**config.mk**
```make
export PLATFORM = sky130hd
export DESIGN_NAME = spi_flash_prog_seq
export DESIGN_NICKNAME = d
export VERILOG_FILES = /design/src/rtl/flashseq_pkg.sv /design/src/rtl/flashseq_dp.sv /design/src/rtl/flashseq_ctrl.sv /design/src/rtl/spi_flash_prog_seq.sv
export SDC_FILE = /design/constraint.sdc
export NUM_CORES = 1
export LEC_CHECK = 0
export ABC_AREA = 0
export BUFFER_PORTS_ARGS = -buffer_cell sky130_fd_sc_hd__buf_2
export CAP_MARGIN = 20
export CORE_UTILIZATION = 59
export DETAILED_ROUTE_END_ITERATION = 6
export PLACE_DENSITY = 0.81
export SLEW_MARGIN = 20
export SYNTH_ARGS = -nofsm -noshare
export SYNTH_HDL_FRONTEND = slang
export SYNTH_HIERARCHICAL = 1
export SYNTH_SLANG_ARGS = --single-unit
export TNS_END_PERCENT = 30
```
**constraint.sdc**
```tcl
create_clock -name clk -period 4.29 [get_ports clk]
set_clock_uncertainty 0.1 [all_clocks]
set_input_delay 0.2145 -clock clk [delete_from_list [all_inputs] [get_ports clk]]
set_output_delay 0.2145 -clock clk [all_outputs]
set_load 0.01 [all_outputs]
```
**src/rtl/flashseq_pkg.sv**
```systemverilog
package flashseq_pkg;

  localparam int SECTOR_BYTES = 1024;

  localparam logic [7:0] OPC_WREN = 8'h06;
  localparam logic [7:0] OPC_WRDI = 8'h04;
  localparam logic [7:0] OPC_RDSR = 8'h05;
  localparam logic [7:0] OPC_SECT = 8'hD7;
  localparam logic [7:0] OPC_WORD = 8'hAD;

  typedef enum logic [2:0] {
    SEL_OPC,
    SEL_AHI,
    SEL_AMID,
    SEL_ALO,
    SEL_DATA
  } txSel_e;

  typedef struct packed {
    logic       csOn;
    logic       csOff;
    logic       kick;
    txSel_e     txSel;
    logic [7:0] opcode;
    logic       loadOp;
    logic       advByte;
    logic       advSector;
  } dpCtrl_t;

  typedef enum logic [3:0] {
    ST_IDLE,
    ST_WREN,
    ST_PWEL,
    ST_ERASE,
    ST_PFIRST,
    ST_PNEXT,
    ST_PBUSY,
    ST_WRDI,
    ST_PIDLE
  } seqState_e;

endpackage

```
**src/rtl/flashseq_dp.sv**
```systemverilog
module flashseq_dp
  import flashseq_pkg::*;
#(
  parameter int CLK_DIV = 4,
  parameter int LEN_W   = 16
) (
  input  logic             clk,
  input  logic             rstN,
  input  dpCtrl_t          ctl,
  input  logic [23:0]      startAddr,
  input  logic [LEN_W-1:0] byteLen,
  input  logic [7:0]       bufData,
  input  logic             spiMiso,
  output logic [LEN_W-1:0] bufAddr,
  output logic             spiSck,
  output logic             spiCsN,
  output logic             spiMosi,
  output logic             byteDone,
  output logic [7:0]       rxByte,
  output logic             gapBusy,
  output logic             remZero,
  output logic             lastSector
);

  localparam int DIV_W   = (CLK_DIV > 1) ? $clog2(CLK_DIV) : 1;
  localparam int GAP_CYC = 2 * CLK_DIV;
  localparam int GAP_W   = $clog2(GAP_CYC + 1);

  logic [DIV_W-1:0] divCnt;
  logic [2:0]       bitCnt;
  logic             active;
  logic [7:0]       txSh;
  logic [7:0]       rxSh;
  logic [GAP_W-1:0] gapCnt;
  logic [23:0]      curAddr;
  logic [LEN_W-1:0] remLen;
  logic [LEN_W-1:0] bufIdx;
  logic [7:0]       txByte;

  always_comb begin
    unique case (ctl.txSel)
      SEL_AHI:  txByte = curAddr[23:16];
      SEL_AMID: txByte = curAddr[15:8];
      SEL_ALO:  txByte = curAddr[7:0];
      SEL_DATA: txByte = bufData;
      default:  txByte = ctl.opcode;
    endcase
  end

  // bit shifter, mode 0: launch on falling edge, capture on rising edge
  always_ff @(posedge clk or negedge rstN) begin
    if (!rstN) begin
      divCnt   <= '0;
      bitCnt   <= '0;
      active   <= 1'b0;
      txSh     <= '0;
      rxSh     <= '0;
      spiSck   <= 1'b0;
      byteDone <= 1'b0;
    end else begin
      byteDone <= 1'b0;
      if (ctl.kick) begin
        active <= 1'b1;
        txSh   <= txByte;
        divCnt <= '0;
        bitCnt <= '0;
      end else if (active) begin
        if (divCnt == DIV_W'(CLK_DIV - 1)) begin
          divCnt <= '0;
          if (!spiSck) begin
            spiSck <= 1'b1;
            rxSh   <= {rxSh[6:0], spiMiso};
          end else begin
            spiSck <= 1'b0;
            txSh   <= {txSh[6:0], 1'b0};
            bitCnt <= bitCnt + 3'd1;
            if (bitCnt == 3'd7) begin
              active   <= 1'b0;
              byteDone <= 1'b1;
            end
          end
        end else begin
          divCnt <= divCnt + DIV_W'(1);
        end
      end
    end
  end

  // chip select framing and deselect gap
  always_ff @(posedge clk or negedge rstN) begin
    if (!rstN) begin
      spiCsN <= 1'b1;
      gapCnt <= '0;
    end else if (ctl.csOn) begin
      spiCsN <= 1'b0;
    end else if (ctl.csOff) begin
      spiCsN <= 1'b1;
      gapCnt <= GAP_W'(GAP_CYC);
    end else if (gapCnt != '0) begin
      gapCnt <= gapCnt - GAP_W'(1);
    end
  end

  // address, remaining length and buffer index
  always_ff @(posedge clk or negedge rstN) begin
    if (!rstN) begin
      curAddr <= '0;
      remLen  <= '0;
      bufIdx  <= '0;
    end else if (ctl.loadOp) begin
      curAddr <= startAddr;
      remLen  <= byteLen;
      bufIdx  <= '0;
    end else if (ctl.advSector) begin
      curAddr <= curAddr + 24'(SECTOR_BYTES);
      remLen  <= remLen - LEN_W'(SECTOR_BYTES);
    end else if (ctl.advByte) begin
      bufIdx <= bufIdx + LEN_W'(1);
      remLen <= remLen - LEN_W'(1);
    end
  end

  assign spiMosi    = txSh[7];
  assign rxByte     = rxSh;
  assign gapBusy    = (gapCnt != '0);
  assign remZero    = (remLen == '0);
  assign lastSector = (remLen == LEN_W'(SECTOR_BYTES));
  assign bufAddr    = bufIdx;

endmodule

```
**src/rtl/flashseq_ctrl.sv**
```systemverilog
module flashseq_ctrl
  import flashseq_pkg::*;
#(
  parameter int LEN_W = 16
) (
  input  logic             clk,
  input  logic             rstN,
  input  logic             start,
  input  logic             opProg,
  input  logic [23:0]      startAddr,
  input  logic [LEN_W-1:0] byteLen,
  input  logic             byteDone,
  input  logic [7:0]       rxByte,
  input  logic             gapBusy,
  input  logic             remZero,
  input  logic             lastSector,
  output dpCtrl_t          ctl,
  output logic             busy,
  output logic             done,
  output logic             err
);

  seqState_e  state, nState;
  logic       shifting, nShift;
  logic [2:0] byteIdx, nIdx;
  logic       progMode;
  logic       finish;
  logic       reqValid;
  logic       statusOk;

  function automatic logic [2:0] lastIdx(seqState_e s);
    case (s)
      ST_WREN, ST_WRDI: return 3'd0;
      ST_ERASE:         return 3'd3;
      ST_PFIRST:        return 3'd5;
      ST_PNEXT:         return 3'd2;
      default:          return 3'd1;
    endcase
  endfunction

  function automatic txSel_e selFor(seqState_e s, logic [2:0] idx);
    if (idx == 3'd0) return SEL_OPC;
    case (s)
      ST_ERASE, ST_PFIRST:
        case (idx)
          3'd1:    return SEL_AHI;
          3'd2:    return SEL_AMID;
          3'd3:    return SEL_ALO;
          default: return SEL_DATA;
        endcase
      ST_PNEXT: return SEL_DATA;
      default:  return SEL_OPC;
    endcase
  endfunction

  function automatic logic [7:0] opcodeFor(seqState_e s, logic [2:0] idx);
    if (idx != 3'd0) return 8'h00;
    case (s)
      ST_WREN:             return OPC_WREN;
      ST_WRDI:             return OPC_WRDI;
      ST_ERASE:            return OPC_SECT;
      ST_PFIRST, ST_PNEXT: return OPC_WORD;
      default:             return OPC_RDSR;
    endcase
  endfunction

  assign reqValid = (byteLen != '0) &&
                    (opProg ? !byteLen[0]
                            : (startAddr[9:0] == 10'd0 && byteLen[9:0] == 10'd0));

  always_comb begin
    case (state)
      ST_PWEL:  statusOk = (rxByte[1:0] == 2'b10);
      ST_PBUSY: statusOk = !rxByte[0];
      default:  statusOk = (rxByte[1:0] == 2'b00);
    endcase
  end

  always_comb begin
    ctl    = '0;
    nState = state;
    nShift = shifting;
    nIdx   = byteIdx;
    finish = 1'b0;
    if (state == ST_IDLE) begin
      if (start && reqValid) begin
        ctl.loadOp = 1'b1;
        nState     = ST_WREN;
        nShift     = 1'b0;
      end
    end else if (!shifting) begin
      if (!gapBusy) begin
        ctl.csOn   = 1'b1;
        ctl.kick   = 1'b1;
        ctl.txSel  = SEL_OPC;
        ctl.opcode = opcodeFor(state, 3'd0);
        nIdx       = 3'd0;
        nShift     = 1'b1;
      end
    end else if (byteDone) begin
      if (byteIdx != lastIdx(state)) begin
        nIdx        = byteIdx + 3'd1;
        ctl.kick    = 1'b1;
        ctl.txSel   = selFor(state, nIdx);
        ctl.opcode  = opcodeFor(state, nIdx);
        ctl.advByte = (selFor(state, nIdx) == SEL_DATA);
      end else begin
        ctl.csOff = 1'b1;
        nShift    = 1'b0;
        case (state)
          ST_WREN:  nState = ST_PWEL;
          ST_PWEL:  if (statusOk) nState = progMode ? ST_PFIRST : ST_ERASE;
          ST_ERASE, ST_PFIRST, ST_PNEXT: nState = ST_PBUSY;
          ST_PBUSY: if (statusOk) nState = (progMode && !remZero) ? ST_PNEXT : ST_WRDI;
          ST_WRDI:  nState = ST_PIDLE;
          ST_PIDLE:
            if (statusOk) begin
              if (!progMode && !lastSector) begin
                ctl.advSector = 1'b1;
                nState        = ST_WREN;
              end else begin
                nState = ST_IDLE;
                finish = 1'b1;
              end
            end
          default: nState = ST_IDLE;
        endcase
      end
    end
  end

  always_ff @(posedge clk or negedge rstN) begin
    if (!rstN) begin
      state    <= ST_IDLE;
      shifting <= 1'b0;
      byteIdx  <= '0;
      progMode <= 1'b0;
      done     <= 1'b0;
      err      <= 1'b0;
    end else begin
      state    <= nState;
      shifting <= nShift;
      byteIdx  <= nIdx;
      done     <= finish;
      if (ctl.loadOp) progMode <= opProg;
      if (state == ST_IDLE && start) err <= !reqValid;
    end
  end

  assign busy = (state != ST_IDLE);

endmodule

```
**src/rtl/spi_flash_prog_seq.sv**
```systemverilog
module spi_flash_prog_seq
  import flashseq_pkg::*;
#(
  parameter int CLK_DIV = 4,
  parameter int LEN_W   = 16
) (
  input  logic             clk,
  input  logic             rstN,
  input  logic             start,
  input  logic             opProg,
  input  logic [23:0]      startAddr,
  input  logic [LEN_W-1:0] byteLen,
  output logic [LEN_W-1:0] bufAddr,
  input  logic [7:0]       bufData,
  output logic             spiSck,
  output logic             spiCsN,
  output logic             spiMosi,
  input  logic             spiMiso,
  output logic             busy,
  output logic             done,
  output logic             err
);

  dpCtrl_t    ctl;
  logic       byteDone;
  logic [7:0] rxByte;
  logic       gapBusy;
  logic       remZero;
  logic       lastSector;

  flashseq_ctrl #(.LEN_W(LEN_W)) uCtrl (
    .clk(clk), .rstN(rstN), .start(start), .opProg(opProg),
    .startAddr(startAddr), .byteLen(byteLen), .byteDone(byteDone),
    .rxByte(rxByte), .gapBusy(gapBusy), .remZero(remZero),
    .lastSector(lastSector), .ctl(ctl), .busy(busy), .done(done), .err(err)
  );

  flashseq_dp #(.CLK_DIV(CLK_DIV), .LEN_W(LEN_W)) uDp (
    .clk(clk), .rstN(rstN), .ctl(ctl), .startAddr(startAddr),
    .byteLen(byteLen), .bufData(bufData), .spiMiso(spiMiso),
    .bufAddr(bufAddr), .spiSck(spiSck), .spiCsN(spiCsN), .spiMosi(spiMosi),
    .byteDone(byteDone), .rxByte(rxByte), .gapBusy(gapBusy),
    .remZero(remZero), .lastSector(lastSector)
  );

endmodule

```
# Word level (Yosys, flattened, before mapping)
# Index checks and enable logic that the tools add are counted.
[word_totals]
reg_bits = 90
input_bits = 53
out_inout_bits = 22
elab_cells = 212
[classes]
n_bitwise = 4
n_eq_ne = 30
add_sub_neg = 8
n_reduce_logical = 43
n_mux = 109
[op_table]
columns = ["op", "n"]
rows = [
  ["2-to-1 mux 16 bit", 6],
  ["case mux 8 bit (4 select lines)", 2],
  ["2-to-1 mux 3 bit", 18],
  ["2-to-1 mux 1 bit", 48],
  ["2-to-1 mux 24 bit", 2],
  ["2-to-1 mux 8 bit", 6],
  ["2-to-1 mux 4 bit", 10],
  ["2-to-1 mux 12 bit", 3],
  ["adder 24 x 11 -> 24 bit, second input constant", 1],
  ["case mux 4 bit (6 select lines)", 1],
  ["logical NOT 10 bit", 2],
  ["nonzero test 2 bit", 9],
  ["adder 16 x 1 -> 16 bit, second input constant", 1],
  ["equality test 16 x 11 -> 1 bit, second input constant", 1],
  ["equality test 4 x 3 -> 1 bit, second input constant", 4],
  ["logical NOT 16 bit", 1],
  ["nonzero test 16 bit", 1],
  ["subtractor 16 x 1 -> 16 bit, second input constant", 1],
  ["subtractor 16 x 11 -> 16 bit, second input constant", 1],
  ["2-to-1 mux 14 bit", 1],
  ["2-to-1 mux 2 bit", 7],
  ["2-to-1 mux 13 bit", 1],
  ["equality test 3 x 2 -> 1 bit, second input constant", 4],
  ["case mux 3 bit (4 select lines)", 1],
  ["other kinds (30)", 62],
]

# Longest topological paths before layout
[logic_depth]
word_depth = 24
mapped_depth = 14
ltp_nobuf = 12

# Hierarchy
# Netlist, hierarchy kept.
[modules_own_cells]
columns = ["module", "n_inst", "seq_area_each_um2", "cells_each", "area_each_um2"]
rows = [
  ["flashseq_dp", 1, 2128.3, 457, 4606.9],
  ["flashseq_ctrl", 1, 275.3, 137, 1071.0],
]

# Least setup slack after synthesis
# Ideal clock, no wire load.
[synth_timing]
path_type = "register to register"
start = "register uCtrl.state[2]"
end = "register uDp.bufIdx[9] (netlist: uDp/bufAddr[9])"
arrival_ps = 3091
synth_period_minus_slack_ps = 3269
n_path_buf = 3
setup_ps = 78
setup_slack_ps = 1021
required_ps = 4112
path_stages_with_launch = 14
cell_sequence = "dfrtp_1 > buf_2 > a21o_1 > o21ai_0 > a32oi_2 > nor3_1 > and3_1 > a21boi_0 > and2b_1 > buf_6 > o211ai_4 > buf_6 > or4_1 > a21oi_1"
[synth_rtl]
columns = ["item", "line", "rtl"]
rows = [
  ["start, declared", "flashseq_ctrl.sv:23", "seqState_e state, nState;"],
  ["start signal, assigned", "flashseq_ctrl.sv:141", "state <= nState;"],
  ["end signal, assigned", "flashseq_dp.sv:118", "bufIdx <= bufIdx + LEN_W'(1);"],
  ["end, declared", "flashseq_dp.sv:37", "logic [LEN_W-1:0] bufIdx;"],
]

==> metrics.cfg <==
[run_status]
status=finished, final reports clean

[sta]
rsz0062_at_grt=false
tns_ns=0
fin_ws_ns=0.445
finalSetupViolCount=0
period_minus_slack_ns=3.84
timing.final.crit_share_pct=89.6
tightest_slew_ns=0.831
final_max_slew_viol_count=0
maxSlewHeadroom_pct=44.1
fmax_mhz=260
hold_violations=0

[grt]
antenna_found_initial=0
grt_max_degree=57
grt-ovfl-total=0
grt.total_usage_pct=29.5
grt_pass1_vias=4839
grt_first_pass_wirelength_um=22700

[placement]
place_inst=741
dpl_worst_slack_ns=0.399
place_hpwl_um=8970
place_congestion=0.855
port_buffers=74

[routing]
drc=0
num_vias=4911
wl_met1_um=5670
drt_pass1_iterations=7
routed_via_density=6.21
highest_layer=met4
wl_per_cell_um=17.2
route.met3.wl_um=631
routed_wl_um=13600
drt_iter0_markers=247
detail-route-antenna-nets=0
met2_wirelength_um=6870

[setup_path]
ff2ff_setup_slack_ns=0.45
required_ns=4.48
worstPathArrival_ns=4.03
path_max_fanout=17
worstSetupEndpoint=uDp/bufAddr[9]
reg2regPathDepth=10
crit_path_end_kind=flip-flop
worstPathCellList=a21o_1 -> o21ai_0 -> a32oi_2 -> nor3_1 -> and3_2 -> a21boi_0 -> and2b_1 -> o211ai_4 -> or4_1 -> a21oi_1
crit_buf_inv=0
crit_family=simple AND/OR/NAND/NOR gates
cp-start-kind=flip-flop
regToRegStartpoint=uCtrl/state[2]
startpoint=uCtrl/state[2]
crit_type=reg -> reg
cpMaxStageDelayCell=dfrtp_1
path_depth=10
worst_path_largest_cell_delay_ns=0.57
r2r-end=uDp/bufAddr[9]

[logic_synthesis]
synth_warnings=6
synth_nets=649
synth.avg_cell_area_um2=9.38
synth_area_um2=5460
syn_inst=582

[finish]
drive_above_1_share_pct=20.4
most-common-layout-cells=dfrtp_1, buf_2, o21ai_0, nand2_1, nor2_1
fin_nets=745
regArea_um2=2250
area_growth_pct=18.4
multi_input_area_um2=2960
fillers=657
layout_commonest_cell=dfrtp_1
diodes=0
finalNonFillerCells=791

[clock_network]
ctsRootBufferMaster=clkbuf_8
cts_tree=built
htree_levels=3
clk_latency_ns=0.36
clkTransAtPathRegs_ns=0.10
cts_buffers=9
clockBufferDepth=2
cts_sinks=90
post_cts_buffers=0

[power_and_ir_drop]
power_leakage_uw=0.00276
power-per-cell-area_nw_per_um2=480
ir_drop_uv=298

[die]
dieWidth_um=98.2
num_rows=34
dieArea_um2=9640
die_y_um=98.2
pin_count=75
core_um2=8850
floorplan.initialDensity_pct=61.7

[hold_path]
min_path_type=in -> reg

[run]
cap_violations=0

[report_power, final]
group,switching (uW),internal [uW]
Combinational,503,492
Clock,315,285
Sequential,354,1150
[metal layers]
metal  GRT usage [%]  up-vias
met4            13.7        0
li1                -     2317
met2            51.4      176
met3            3.87       38
met1            36.6     2380
met5               0        -
[metrics by stage]
stage	util (%)	hold slack, ns	power, uW	area [um^2]
2_1_floorplan	-	-0.181	2150	5460
3_3_place_gp	66.9	0.211	2390	5920
3_5_place_dp	66.9	0.213	2460	5920
4_1_cts	73.0	0.000218	3090	6460
5_1_grt	73.1	0.0223	3320	6470
6_report	73.1	0.00478	3100	6470
[state kept, by name, indices dropped and copies added, names as in the netlist]
name and count:
uCtrl/byteIdx 3, uCtrl/state 4, uDp/active 1, uDp/rxByte 2
uCtrl/shifting 1, uDp/txSh 8, uDp/gapCnt 4, uCtrl/progMode 1
uCtrl/err 1, uDp/bitCnt 3, uDp/spiSck 1, uDp/byteDone 1
uDp/divCnt 2, uDp/remLen 16, uDp/bufAddr 16, uDp/curAddr 24
uCtrl/done 1, uDp/spiCsN 1
[worst reg2reg max path: cells and delay by family (launching register included)]
family	cells	cell delay [ns]
DFF	1	0.57
AOI/OAI and AO/OA	6	1.36
and+or+nand+nor	4	1.76
[how the worst min path moves through the flow]
stage / slack, ns / start / depth (start not counted) / end
after global routing: 0.02 / startAddr[23] / 3 / uDp/curAddr[23]
after CTS: 0.0002 / startAddr[23] / 3 / uDp/curAddr[23]
after global placement: 0.21 / rstN / 1 / uDp/gapCnt[2]
final: 0.005 / startAddr[23] / 3 / uDp/curAddr[23]
after floorplan: -0.18 / rstN / 0 / uCtrl/byteIdx[0]
after detailed placement: 0.21 / rstN / 1 / uDp/gapCnt[2]
[layout make-up]
class	count	area share [%]
multi-input cells	429	45.8
repair buffers	118	12.4
clock inverters	6	1.03
clock buffers	10	2.13
well taps	108	2.09
inverters	30	1.74
flip-flops and latches	90	34.8
[repair_timing]
action,CTS,global route
gates resized for setup,0,1
hold buffers,34,0
setup endpoints to repair,0,1
endpoints found under the hold margin,86,0
No activity file was read; power rests on OpenSTA's default activity.
